<file path="config.mk">
export PLATFORM = sky130hd
export DESIGN_NAME = ext_irq_cond
export DESIGN_NICKNAME = d
export VERILOG_FILES = /design/src/rtl/ext_irq_pkg.sv /design/src/rtl/irq_sync.sv /design/src/rtl/irq_edge_det.sv /design/src/rtl/irq_pend.sv /design/src/rtl/ext_irq_cond.sv
export SDC_FILE = /design/constraint.sdc
export NUM_CORES = 1
export LEC_CHECK = 0
export BUFFER_PORTS_ARGS = -buffer_cell sky130_fd_sc_hd__buf_2
export CAP_MARGIN = 20
export CORE_MARGIN = 1
export CORE_UTILIZATION = 49
export CTS_CLUSTER_SIZE = 24
export DETAILED_ROUTE_END_ITERATION = 10
export PLACE_DENSITY_LB_ADDON = 0.15
export SLEW_MARGIN = 5
export SYNTH_ARGS = -nofsm -noshare
export SYNTH_HDL_FRONTEND = slang
export SYNTH_SLANG_ARGS = --single-unit
</file>
<file path="constraint.sdc">
create_clock -name clk_i -period 1.8 [get_ports clk_i]
set_clock_uncertainty 0.05 [all_clocks]
set_input_delay 0.09 -clock clk_i [delete_from_list [all_inputs] [get_ports clk_i]]
set_output_delay 0.09 -clock clk_i [all_outputs]
set_load 0.02 [all_outputs]
</file>
<file path="src/rtl/ext_irq_pkg.sv">
package ext_irq_pkg;
  typedef enum logic [1:0] {
    SENSE_LOW  = 2'b00,
    SENSE_RISE = 2'b01,
    SENSE_FALL = 2'b10,
    SENSE_BOTH = 2'b11
  } sense_e;
endpackage

</file>
<file path="src/rtl/irq_sync.sv">
module irq_sync #(
  parameter int   STAGES  = 2,
  parameter logic RST_VAL = 1'b1
) (
  input  logic clk_i,
  input  logic rst_ni,
  input  logic d_i,
  output logic q_o
);
  logic [STAGES-1:0] sr_q;

  always_ff @(posedge clk_i or negedge rst_ni) begin
    if (!rst_ni) sr_q <= {STAGES{RST_VAL}};
    else         sr_q <= {sr_q[STAGES-2:0], d_i};
  end

  assign q_o = sr_q[STAGES-1];
endmodule

</file>
<file path="src/rtl/irq_edge_det.sv">
module irq_edge_det
  import ext_irq_pkg::*;
(
  input  logic   clk_i,
  input  logic   rst_ni,
  input  logic   lvl_i,
  input  sense_e sense_i,
  output logic   evt_o,
  output logic   edge_mode_o,
  output logic   lvl_act_o
);
  logic prev_q;
  logic rise, fall;

  // idle-high history: no fake falling edge out of reset
  always_ff @(posedge clk_i or negedge rst_ni) begin
    if (!rst_ni) prev_q <= 1'b1;
    else         prev_q <= lvl_i;
  end

  assign rise = lvl_i & ~prev_q;
  assign fall = ~lvl_i & prev_q;

  always_comb begin
    unique case (sense_i)
      SENSE_RISE: evt_o = rise;
      SENSE_FALL: evt_o = fall;
      SENSE_BOTH: evt_o = rise | fall;
      default:    evt_o = 1'b0;
    endcase
  end

  assign edge_mode_o = (sense_i != SENSE_LOW);
  assign lvl_act_o   = (sense_i == SENSE_LOW) & ~lvl_i;
endmodule

</file>
<file path="src/rtl/irq_pend.sv">
module irq_pend (
  input  logic clk_i,
  input  logic rst_ni,
  input  logic edge_mode_i,
  input  logic evt_i,
  input  logic ack_i,
  output logic pend_o
);
  // a new event wins over a coincident acknowledge
  always_ff @(posedge clk_i or negedge rst_ni) begin
    if (!rst_ni)           pend_o <= 1'b0;
    else if (!edge_mode_i) pend_o <= 1'b0;
    else                   pend_o <= evt_i | (pend_o & ~ack_i);
  end
endmodule

</file>
<file path="src/rtl/ext_irq_cond.sv">
module ext_irq_cond
  import ext_irq_pkg::*;
#(
  parameter int N_SRC       = 4,
  parameter int SYNC_STAGES = 2
) (
  input  logic               clk_i,
  input  logic               rst_ni,
  input  logic [N_SRC-1:0]   pin_i,
  input  logic [2*N_SRC-1:0] sense_i,
  input  logic [N_SRC-1:0]   ack_i,
  output logic [N_SRC-1:0]   req_o,
  output logic               wake_o
);
  localparam int SenseW = 2;

  logic [N_SRC-1:0] sync_w;
  logic [N_SRC-1:0] evt_w;
  logic [N_SRC-1:0] edge_mode_w;
  logic [N_SRC-1:0] lvl_act_w;
  logic [N_SRC-1:0] pend_w;

  for (genvar i = 0; i < N_SRC; i++) begin : g_src
    sense_e mode;
    assign mode = sense_e'(sense_i[SenseW*i +: SenseW]);

    irq_sync #(
      .STAGES (SYNC_STAGES),
      .RST_VAL(1'b1)
    ) u_sync (
      .clk_i (clk_i),
      .rst_ni(rst_ni),
      .d_i   (pin_i[i]),
      .q_o   (sync_w[i])
    );

    irq_edge_det u_edge (
      .clk_i      (clk_i),
      .rst_ni     (rst_ni),
      .lvl_i      (sync_w[i]),
      .sense_i    (mode),
      .evt_o      (evt_w[i]),
      .edge_mode_o(edge_mode_w[i]),
      .lvl_act_o  (lvl_act_w[i])
    );

    irq_pend u_pend (
      .clk_i      (clk_i),
      .rst_ni     (rst_ni),
      .edge_mode_i(edge_mode_w[i]),
      .evt_i      (evt_w[i]),
      .ack_i      (ack_i[i]),
      .pend_o     (pend_w[i])
    );

    assign req_o[i] = edge_mode_w[i] ? pend_w[i] : lvl_act_w[i];
  end

  assign wake_o = |{req_o, evt_w};
endmodule

</file>
==> results by group, run 1 <==
Run status
  • Status: complete, but fails checks
  • Failing checks: negative setup slack

Logic synthesis
  • Largest family of logic cells by synthesized area: adder cells
  • XOR/XNOR Fraction of Synth Area: 0%
  • Compound-Gate Fraction of Synth Area: 9.32%
  • Synth area leader: dfstp_2
  • Synth Area in Simple Gates: 11.7%
  • Syn Inst Count: 70
  • Area of the mapped netlist: 778 um^2
  • Synthesized flop and latch total: 16
  • Ys async rst share: 100%
  • Post-synthesis mux area share: 7.40%
  • Post-synth top area share: 40.5%
  • Number of synthesized flops with an enable pin: 0
  • Post-Synth Adder-Cell Area: 12.9%
  • Synth Flop Type: dfstp_2
  • Syn_nets: 96
  • Yosys warning count: 0
  • Mean Syn Cell Area: 11.1 um^2
  • Distinct cells, synth: 22
  • Sequential fraction of the synthesis area: 53.4%
  • Synth area leaders: dfstp_2, dfrtp_1, ha_1, inv_1, nor2_1

Place
  • Worst Setup Slack post-DPL: -0.00313 ns
  • RD Place Congestion: 0.791
  • IO Port Bufs: 22
  • Post-DP HPWL: 967 um

Power
  • Static leakage power: 0.507 nW
  • P_int: 0.000542 W
  • Peak VDD IR: 540 uV
  • Reg power frac: 56.2%
  • Sw Share: 25.2%
  • Clock Power Share: 23.9%
  • Comb power frac: 19.9%
  • Sw Pwr: 0.000183 W
  • Total power: 0.000725 W
  • Power density over the cells: 725 mW/mm^2

Worst setup path
  • CP Class: reg2out
  • Crit start category: flip-flop
  • Flop-to-flop setup slack: 0.16 ns
  • Worst-path fanout max: 2
  • Crit path arrival time: 1.90 ns
  • Critical path required time: 1.66 ns
  • Crit end category: output port

Clock tree
  • Clock sink count: 16
  • CTS tree: built
  • H-tree Lvls: 1
  • Worst-Skew Late Latency: 0.27 ns
  • Worst-path clk slew: 0.08 ns
  • Number of buffers created by CTS: 3
  • CTS root buffer: clkbuf_4
  • Clk buf depth: 2

Detailed routing
  • Via count: 566
  • Final wirelength: 1240 um
  • DRT Pass-1 Iters: 1
  • Post-route ant nets: 0
  • Via-to-Cell Ratio: 4.84
  • Wire per inst: 10.6 um
  • Drt initial violations: 0
  • Residual DRC: 0

Floorplan
  • Die Y: 41.9 um
  • Chip width: 41.9 um
  • Total Die Area: 0.00175 mm^2
  • Io pins: 23
  • Core Area: 0.00149 mm^2
  • FP Rows: 14
  • Starting Density: 52.3%

GRT
  • Grt ovf: 0
  • First-pass GRT wire length: 2110 um
  • Global-route usage over all layers: 16.3%
  • Largest net degree at the start of global routing: 17
  • Antenna violations before repair: 0
  • Number of global-route vias before repair: 548

STA
  • PnR worst setup slack: -0.237 ns
  • Final setup violation count: 1
  • Crit share post-route: 113%
  • RSZ-0062 raised after global routing: yes
  • Slew Limit Headroom: 78.2%
  • Slew @ Worst Pin: 0.327 ns
  • Fin. max-slew vios: 0
  • Setup TNS: -0.237 ns
  • Final worst path period need: 2.04 ns
  • Final hold vios: 0
  • F_max: 0.491 GHz

Flow run
  • Max Cap Viol: 0

Finish
  • Final core occ: 67.1%
  • Fraction of layout cells with a size suffix above 1: 45.5%
  • Area Growth Syn to Fin: 28.5%
  • ANT cells: 0
  • Nets: 129

Worst hold path
  • Hold crit path type: in2reg
[routing by layer]
layer  vias up  share of wire (%)  global-route usage, %  wire length, um
met5         -                  0                      0                0
li1        296                  -                      -                -
met3         2                3.7                   3.91               46
met4         0                1.4                   9.68               17
met2        13                 48                   25.3              596
met1       255                 47                   20.6              583
[kinds of logic after synthesis]
group                      Yosys count
and+or+nand+nor                     19
buffers and inverters               11
adders and majority gates            8
muxes                                5
DFF                                 16
AOI/OAI and AO/OA                   11
[area by class of cell]
type,instances,area (um^2)
well taps,16,20.0
inverters,11,41.3
clock buffers,3,22.5
flip-flops and latches,16,415
fillers,109,489
repair buffers,28,170
multi-input cells,43,330
[worst max-delay path, cell delays in order, from the launching register on]
cell      delay, ns
dfstp_2        0.55
inv_2          0.03
ha_2           0.29
nand2_1        0.05
a32o_2         0.27
a211oi_2       0.15
nand4_1        0.11
buf_4          0.17
[final timing paths]
path,from,to,depth (start not counted)
setup / recovery,g_src[3].u_edge.prev_q$_DFF_PN1_,wake_o,7
hold reg to reg,g_src[3].u_sync.sr_q[0]$_DFF_PN1_,g_src[3].u_sync.sr_q[1]$_DFF_PN1_,0
min in group asynchronous,rst_ni,g_src[0].u_pend.pend_o$_DFF_PN0_,2
setup reg to reg,g_src[3].u_edge.prev_q$_DFF_PN1_,g_src[3].u_pend.pend_o$_DFF_PN0_,6
hold / removal,ack_i[0],g_src[0].u_pend.pend_o$_DFF_PN0_,3
max in group asynchronous,rst_ni,g_src[3].u_edge.prev_q$_DFF_PN1_,2
[sequential cells by signal, indices dropped and copies added, names as in the netlist]
| register | flops |
|---|---|
| g_src.u_sync.sr_q | 8 |
| g_src.u_edge.prev_q | 4 |
| g_src.u_pend.pend_o | 4 |
[stage by stage]
step | hold slack [ns] | area [um^2] | cells
floorplan | -0.256 | 778 | 70
global placement | -0.0411 | 908 | 108
detailed placement | -0.0400 | 908 | 108
CTS | 0.00358 | 986 | 116
global route | 0.0538 | 1000 | 117
finish | 0.0180 | 1000 | 117
[cells in the mapped netlist, types with 2 or more instances]
library cell and instances:
dfstp_2 12, inv_1 11, ha_1 8, nor2_1 7
a21oi_1 5, dfrtp_1 4, nand2_1 4, mux2_2 2
mux2i_1 2, nand2b_1 2, nor2b_1 2
[power groups by stage]
| stage | logic, W | clock network (W) | registers, W |
|---|---|---|---|
| floorplan | 0.0000785 | 0 | 0.000409 |
| global placement | 0.000128 | 0 | 0.000412 |
| detailed placement | 0.000131 | 0 | 0.000414 |
| CTS | 0.000142 | 0.000186 | 0.000408 |
| global route | 0.000163 | 0.000196 | 0.000411 |
| finish | 0.000144 | 0.000173 | 0.000407 |
[placed cells by master, fill, tap and decap left out]
cell type and count:
nor2_1 7, a221oi_1 1, buf_2 21, a21oi_1 5, clkbuf_4 3, buf_4 2
dfrtp_1 4, nor2b_1 2, a211oi_2 1, mux2_2 2, inv_2 1, nor4_1 1
nand4_1 1, or2_1 1, a32o_2 1, nand2b_1 2, o21ai_0 1, o22a_1 1
ha_2 1, dfstp_2 12, nor2_2 1, nand2_1 4, mux2_4 1, mux2i_1 2
o31ai_1 1, dlygate4sd3_1 5, inv_1 10, ha_1 7
[repair_timing]
item | CTS | global route
setup endpoints to repair | 1 | 1
resized for setup | 1 | 4
hold buffers | 5 | 0
hold endpoints to repair | 20 | 0
pin swaps | 0 | 1
gates cloned | 0 | 0
buffers inserted | 0 | 1
(Power assumes the default switching activity.)
==> inputs of run 2 (changes only) <==
==> constraint.sdc (replaced) <==
create_clock -name clk_i -period 2.15 [get_ports clk_i]
set_clock_uncertainty 0.05 [all_clocks]
set_input_delay 0.1075 -clock clk_i [delete_from_list [all_inputs] [get_ports clk_i]]
set_output_delay 0.1075 -clock clk_i [all_outputs]
set_load 0.02 [all_outputs]
==> run 2 against run 1 <==
Net effect:
- the flow now finishes without violations
- combinational power fell by 16%
- clock power increased by 15%
- largest power group unchanged
- first-iteration DRC count increased by 4
- cell area is 1.6% higher
- non-clock buffer count shrank 1
- sequential power is 16% lower
- setup slack improved by 0.33 ns
- wire length up 1.5%
- global-route usage fell by 0.11 points
- critical path depth unchanged
==> results by group, run 2 (synthesis results as in run 1) <==
GRT
  • Grt ovf: 0
  • Global-route usage over all layers: 16.2%
  • Number of global-route vias before repair: 520
  • Largest net degree at the start of global routing: 17
  • Antenna violations before repair: 0
  • First-pass GRT wire length: 2080 um

Worst setup path
  • Crit path arrival time: 1.90 ns
  • Worst-path fanout max: 2
  • Slowest stage cell, crit path: dfstp_2
  • Critical path required time: 1.99 ns
  • Crit-path cells: inv_2 > ha_4 > or2_1 > a32o_2 > a211oi_2 > nand4_1 > buf_4
  • Crit start category: flip-flop
  • Crit end category: output port
  • CP Class: reg2out
  • Max stage delay on crit path: 0.54 ns

Floorplan
  • FP Rows: 14
  • Starting Density: 52.3%
  • Core Area: 0.00149 mm^2
  • Die Y: 41.9 um
  • Total Die Area: 0.00175 mm^2
  • Io pins: 23
  • Chip width: 41.9 um

Flow run
  • Max Cap Viol: 0

Finish
  • Nets: 128
  • Most frequent cells in the layout: buf_2, dfstp_2, inv_1, nor2_1, ha_1
  • Most common cell after layout, fill and taps aside: buf_2
  • Biggest register: g_src.u_sync.sr_q
  • Largest regs: g_src.u_sync.sr_q x8, g_src.u_edge.prev_q x4, g_src.u_pend.pend_o x4
  • Max reg flops: 8
  • # fillers: 119
  • ANT cells: 0
  • Reg area: 415 um^2
  • Fraction of layout cells with a size suffix above 1: 45.5%
  • Multi-input gate area: 340 um^2
  • Area Growth Syn to Fin: 30.5%
  • Final core occ: 68.2%

STA
  • Fin. max-slew vios: 0
  • RSZ-0062 raised after global routing: no
  • Final setup violation count: 0
  • Setup TNS: 0 ns
  • Min Hold Slack: 0.0152 ns
  • Slew @ Worst Pin: 0.340 ns
  • Final hold vios: 0
  • Final worst path period need: 2.05 ns
  • Crit share post-route: 95.5%
  • Slew Limit Headroom: 77.4%
  • F_max: 0.487 GHz

Place
  • Post-DP HPWL: 1010 um
  • RD Place Congestion: 0.793
  • IO Port Bufs: 22

Detailed routing
  • Residual DRC: 0
  • Drt initial violations: 4
  • Wire per inst: 10.8 um
  • Post-route ant nets: 0
  • Via count: 581
  • Final wirelength: 1260 um
  • Via-to-Cell Ratio: 4.97
  • DRT Pass-1 Iters: 2

Power
  • Static leakage power: 0.511 nW
  • Peak VDD IR: 524 uV
  • Power density over the cells: 651 mW/mm^2
  • Total power: 0.000661 W

Run status
  • Status: finished clean

Worst hold path
  • Hold crit path type: in2reg

Clock tree
  • Worst-Skew Late Latency: 0.29 ns
  • Clk buf depth: 2
  • Clock sink count: 16
  • H-tree Lvls: 1
  • Number of buffers created by CTS: 3
  • CTS tree: built
  • Worst-path clk slew: 0.09 ns
  • CTS root buffer: clkbuf_4
-- run 2: critical path: cells and delay by family, from the launching register on --
kind,cells,cell delay (ns)
adders and majority gates,1,0.14
buffers and inverters,2,0.21
and+or+nand+nor,2,0.31
DFF,1,0.54
AOI/OAI and AO/OA,2,0.41
-- run 2: final cells by class --
cell class	count	area share (%)
inverters	11	4.06
multi-input cells	43	33.5
clock buffers	4	3.57
flip-flops and latches	16	40.9
repair buffers	27	16.0
well taps	16	1.97
-- run 2: final timing paths --
| path | endpoint | slack (ns) | depth (start not counted) | startpoint |
|---|---|---|---|---|
| max | wake_o | 0.1 | 7 | g_src[3].u_edge.prev_q$_DFF_PN1_ |
| min | g_src[1].u_pend.pend_o$_DFF_PN0_ | 0.02 | 3 | ack_i[1] |
| max reg2reg | g_src[3].u_pend.pend_o$_DFF_PN0_ | 0.64 | 5 | g_src[3].u_edge.prev_q$_DFF_PN1_ |
| min reg2reg | g_src[0].u_sync.sr_q[1]$_DFF_PN1_ | 0.31 | 0 | g_src[0].u_sync.sr_q[0]$_DFF_PN1_ |
| max in group asynchronous | g_src[3].u_edge.prev_q$_DFF_PN1_ | 1.56 | 2 | rst_ni |
| min in group asynchronous | g_src[0].u_pend.pend_o$_DFF_PN0_ | 0.19 | 2 | rst_ni |
-- run 2: report_power, final --
| part | internal, W | switching (W) | total, W |
|---|---|---|---|
| combinational | 0.0000581 | 0.0000626 | 0.000121 |
| sequential | 0.000330 | 0.0000118 | 0.000342 |
| clock | 0.000103 | 0.0000953 | 0.000199 |
-- run 2: metal layers --
layer  GRT usage, %  wire (um)
met5              0          0
met4           7.74         24
met3           4.35         52
met2           26.6        613
met1           19.7        571
-- run 2: stage by stage --
stage          instances  instance area [um^2]  worst slack [ns]
5_1_grt              117                  1020            0.0160
3_3_place_gp         108                   908             0.369
6_report             117                  1020            0.0960
4_1_cts              117                  1000            0.0390
3_5_place_dp         108                   908             0.326
2_1_floorplan         70                   778             0.422
-- run 2: timing repair --
action / CTS / global route
resized for setup: 1 / 5
setup buffers: 0 / 0
hold endpoints to repair: 20 / 0
endpoints found under the setup margin: 1 / 1
pin swaps: 0 / 1
hold buffers: 5 / 0
==> inputs of run 3 (changes only) <==
--- a/config.mk
+++ b/config.mk
@@ -11,7 +11,7 @@
 export CORE_UTILIZATION = 49
 export CTS_CLUSTER_SIZE = 24
 export DETAILED_ROUTE_END_ITERATION = 10
-export PLACE_DENSITY_LB_ADDON = 0.15
+export PLACE_DENSITY_LB_ADDON = 0.1
 export SLEW_MARGIN = 5
 export SYNTH_ARGS = -nofsm -noshare
 export SYNTH_HDL_FRONTEND = slang
==> run 3 against run 2 <==
Net effect:
- global-route usage up 0.88 points
- via count up 0.17%
- highest routed layer unchanged
- total power down 1.1%
- clock power down 3%
- combinational power about the same
- critical path type unchanged
- largest power group unchanged
- flip-flop and latch count unchanged
- utilization down 0.67 points
- die area unchanged
==> results by group, run 3 (synthesis results as in run 1) <==
Worst setup path
  • CP delay by family, top: flip-flops
  • Slowest stage cell, crit path: dfstp_2
  • CP Class: reg2out
  • Worst Path Buf+Inv: 2
  • Critical path required time: 1.99 ns
  • Crit path arrival time: 1.91 ns
  • Max stage delay on crit path: 0.55 ns
  • Crit start category: flip-flop
  • Crit-path cells: inv_2 > ha_2 > or2_1 > a32o_2 > a211oi_2 > nand4_1 > buf_4
  • Crit end category: output port
  • Worst-path fanout max: 2

Clock tree
  • Clock sink count: 16
  • CTS root buffer: clkbuf_4
  • H-tree Lvls: 1
  • Worst-path clk slew: 0.09 ns
  • Post-CTS setup buffers: 0
  • Number of buffers created by CTS: 3
  • Worst-Skew Late Latency: 0.28 ns
  • CTS tree: built
  • Clk buf depth: 2

STA
  • Fin. max-slew vios: 0
  • RSZ-0062 raised after global routing: yes
  • Final setup violation count: 0
  • Final hold vios: 0
  • F_max: 0.483 GHz
  • Slew Limit Headroom: 77.2%
  • Final worst path period need: 2.07 ns
  • Crit share post-route: 96.3%
  • Slew @ Worst Pin: 0.343 ns

Detailed routing
  • Final wirelength: 1270 um
  • Wire per inst: 10.9 um
  • Metal2 WL: 601 um
  • Top layer used by detailed routing: met4
  • DRT Pass-1 Iters: 4
  • Met3 wire len: 57 um
  • WL met1: 601 um
  • Residual DRC: 0
  • Via count: 582
  • Drt initial violations: 5
  • Via-to-Cell Ratio: 4.97
  • Post-route ant nets: 0

Run status
  • Status: finished clean

GRT
  • First-pass GRT wire length: 2190 um
  • Number of global-route vias before repair: 568
  • Largest net degree at the start of global routing: 17
  • Grt ovf: 0
  • Global-route usage over all layers: 17.1%
  • Antenna violations before repair: 0

Finish
  • Biggest register: g_src.u_sync.sr_q
  • Most frequent cells in the layout: buf_2, dfstp_2, inv_1, nor2_1, ha_1
  • Final Cell Area: 0.00101 mm^2
  • Area Growth Syn to Fin: 29.3%
  • ANT cells: 0
  • Fin cells: 117
  • Largest regs: g_src.u_sync.sr_q x8, g_src.u_edge.prev_q x4, g_src.u_pend.pend_o x4
  • Nets: 128
  • Final core occ: 67.6%
  • Most common cell after layout, fill and taps aside: buf_2
  • Max reg flops: 8
  • Fraction of layout cells with a size suffix above 1: 45.5%

Floorplan
  • Core Area: 0.00149 mm^2
  • Io pins: 23
  • Chip width: 41.9 um
  • Total Die Area: 0.00175 mm^2
  • Starting Density: 52.3%
  • Die Y: 41.9 um
  • FP Rows: 14

Place
  • Post-Place Cells: 108
  • DP Area: 908 um^2
  • IO Port Bufs: 22
  • RD Place Congestion: 0.800
  • Post-DP HPWL: 990 um

Flow run
  • Max Cap Viol: 0

Power
  • Power density over the cells: 650 mW/mm^2
  • Static leakage power: 0.509 nW
  • Total power: 0.000654 W
  • Peak VDD IR: 511 uV

Worst hold path
  • Hold crit path type: in2reg
[run 3: worst register-to-register path, stage by stage (launching register included)]
cell and delay [ns]:
dfstp_2 0.55, inv_2 0.03, ha_2 0.15, or2_1 0.19, a32o_2 0.28, o22a_1 0.17
[run 3: repair_timing]
item,CTS,global route
hold endpoints to repair,20,0
resized for setup,1,4
endpoints found under the setup margin,1,1
hold buffers,5,0
[run 3: per-layer routing]
metal | track usage [%] | up-vias
met5 | 0 | -
met4 | 9.68 | 0
met3 | 3.91 | 2
met2 | 29.4 | 21
met1 | 19.3 | 266
li1 | - | 293
[run 3: cell type report]
cell class / instances / area, um^2
Sequential cell: 16 / 415
Tap cell: 16 / 20.0
Fill cell: 124 / 483
Inverter: 11 / 41.3
Multi-Input combinational cell: 43 / 330
Timing Repair Buffer: 27 / 163
Clock buffer: 4 / 36.3
[run 3: report_power, final]
group / internal [W] / switching (W)
logic: 0.0000574 / 0.0000621
registers: 0.000330 / 0.0000107
clock network: 0.000103 / 0.0000907
total: 0.000490 / 0.000164
[run 3: worst paths after layout]
kind,start,slack (ns),depth (start not counted),to
setup / recovery,g_src[3].u_edge.prev_q$_DFF_PN1_,0.08,7,wake_o
max in group asynchronous,rst_ni,1.55,2,g_src[1].u_sync.sr_q[0]$_DFF_PN1_
hold reg to reg,g_src[1].u_sync.sr_q[0]$_DFF_PN1_,0.31,0,g_src[1].u_sync.sr_q[1]$_DFF_PN1_
min in group asynchronous,rst_ni,0.20,2,g_src[3].u_pend.pend_o$_DFF_PN0_
hold / removal,ack_i[1],0.03,3,g_src[1].u_pend.pend_o$_DFF_PN0_
setup reg to reg,g_src[3].u_edge.prev_q$_DFF_PN1_,0.62,5,g_src[3].u_pend.pend_o$_DFF_PN0_
[run 3: stage by stage]
stage	setup TNS (ns)	hold WS [ns]	setup WS, ns
after global routing	-0.0282	0.0395	-0.0282
after floorplan	0	-0.238	0.422
after global placement	0	-0.0205	0.366
after CTS	0	0.0242	0.0393
final	0	0.0347	0.0800
after detailed placement	0	-0.0197	0.323
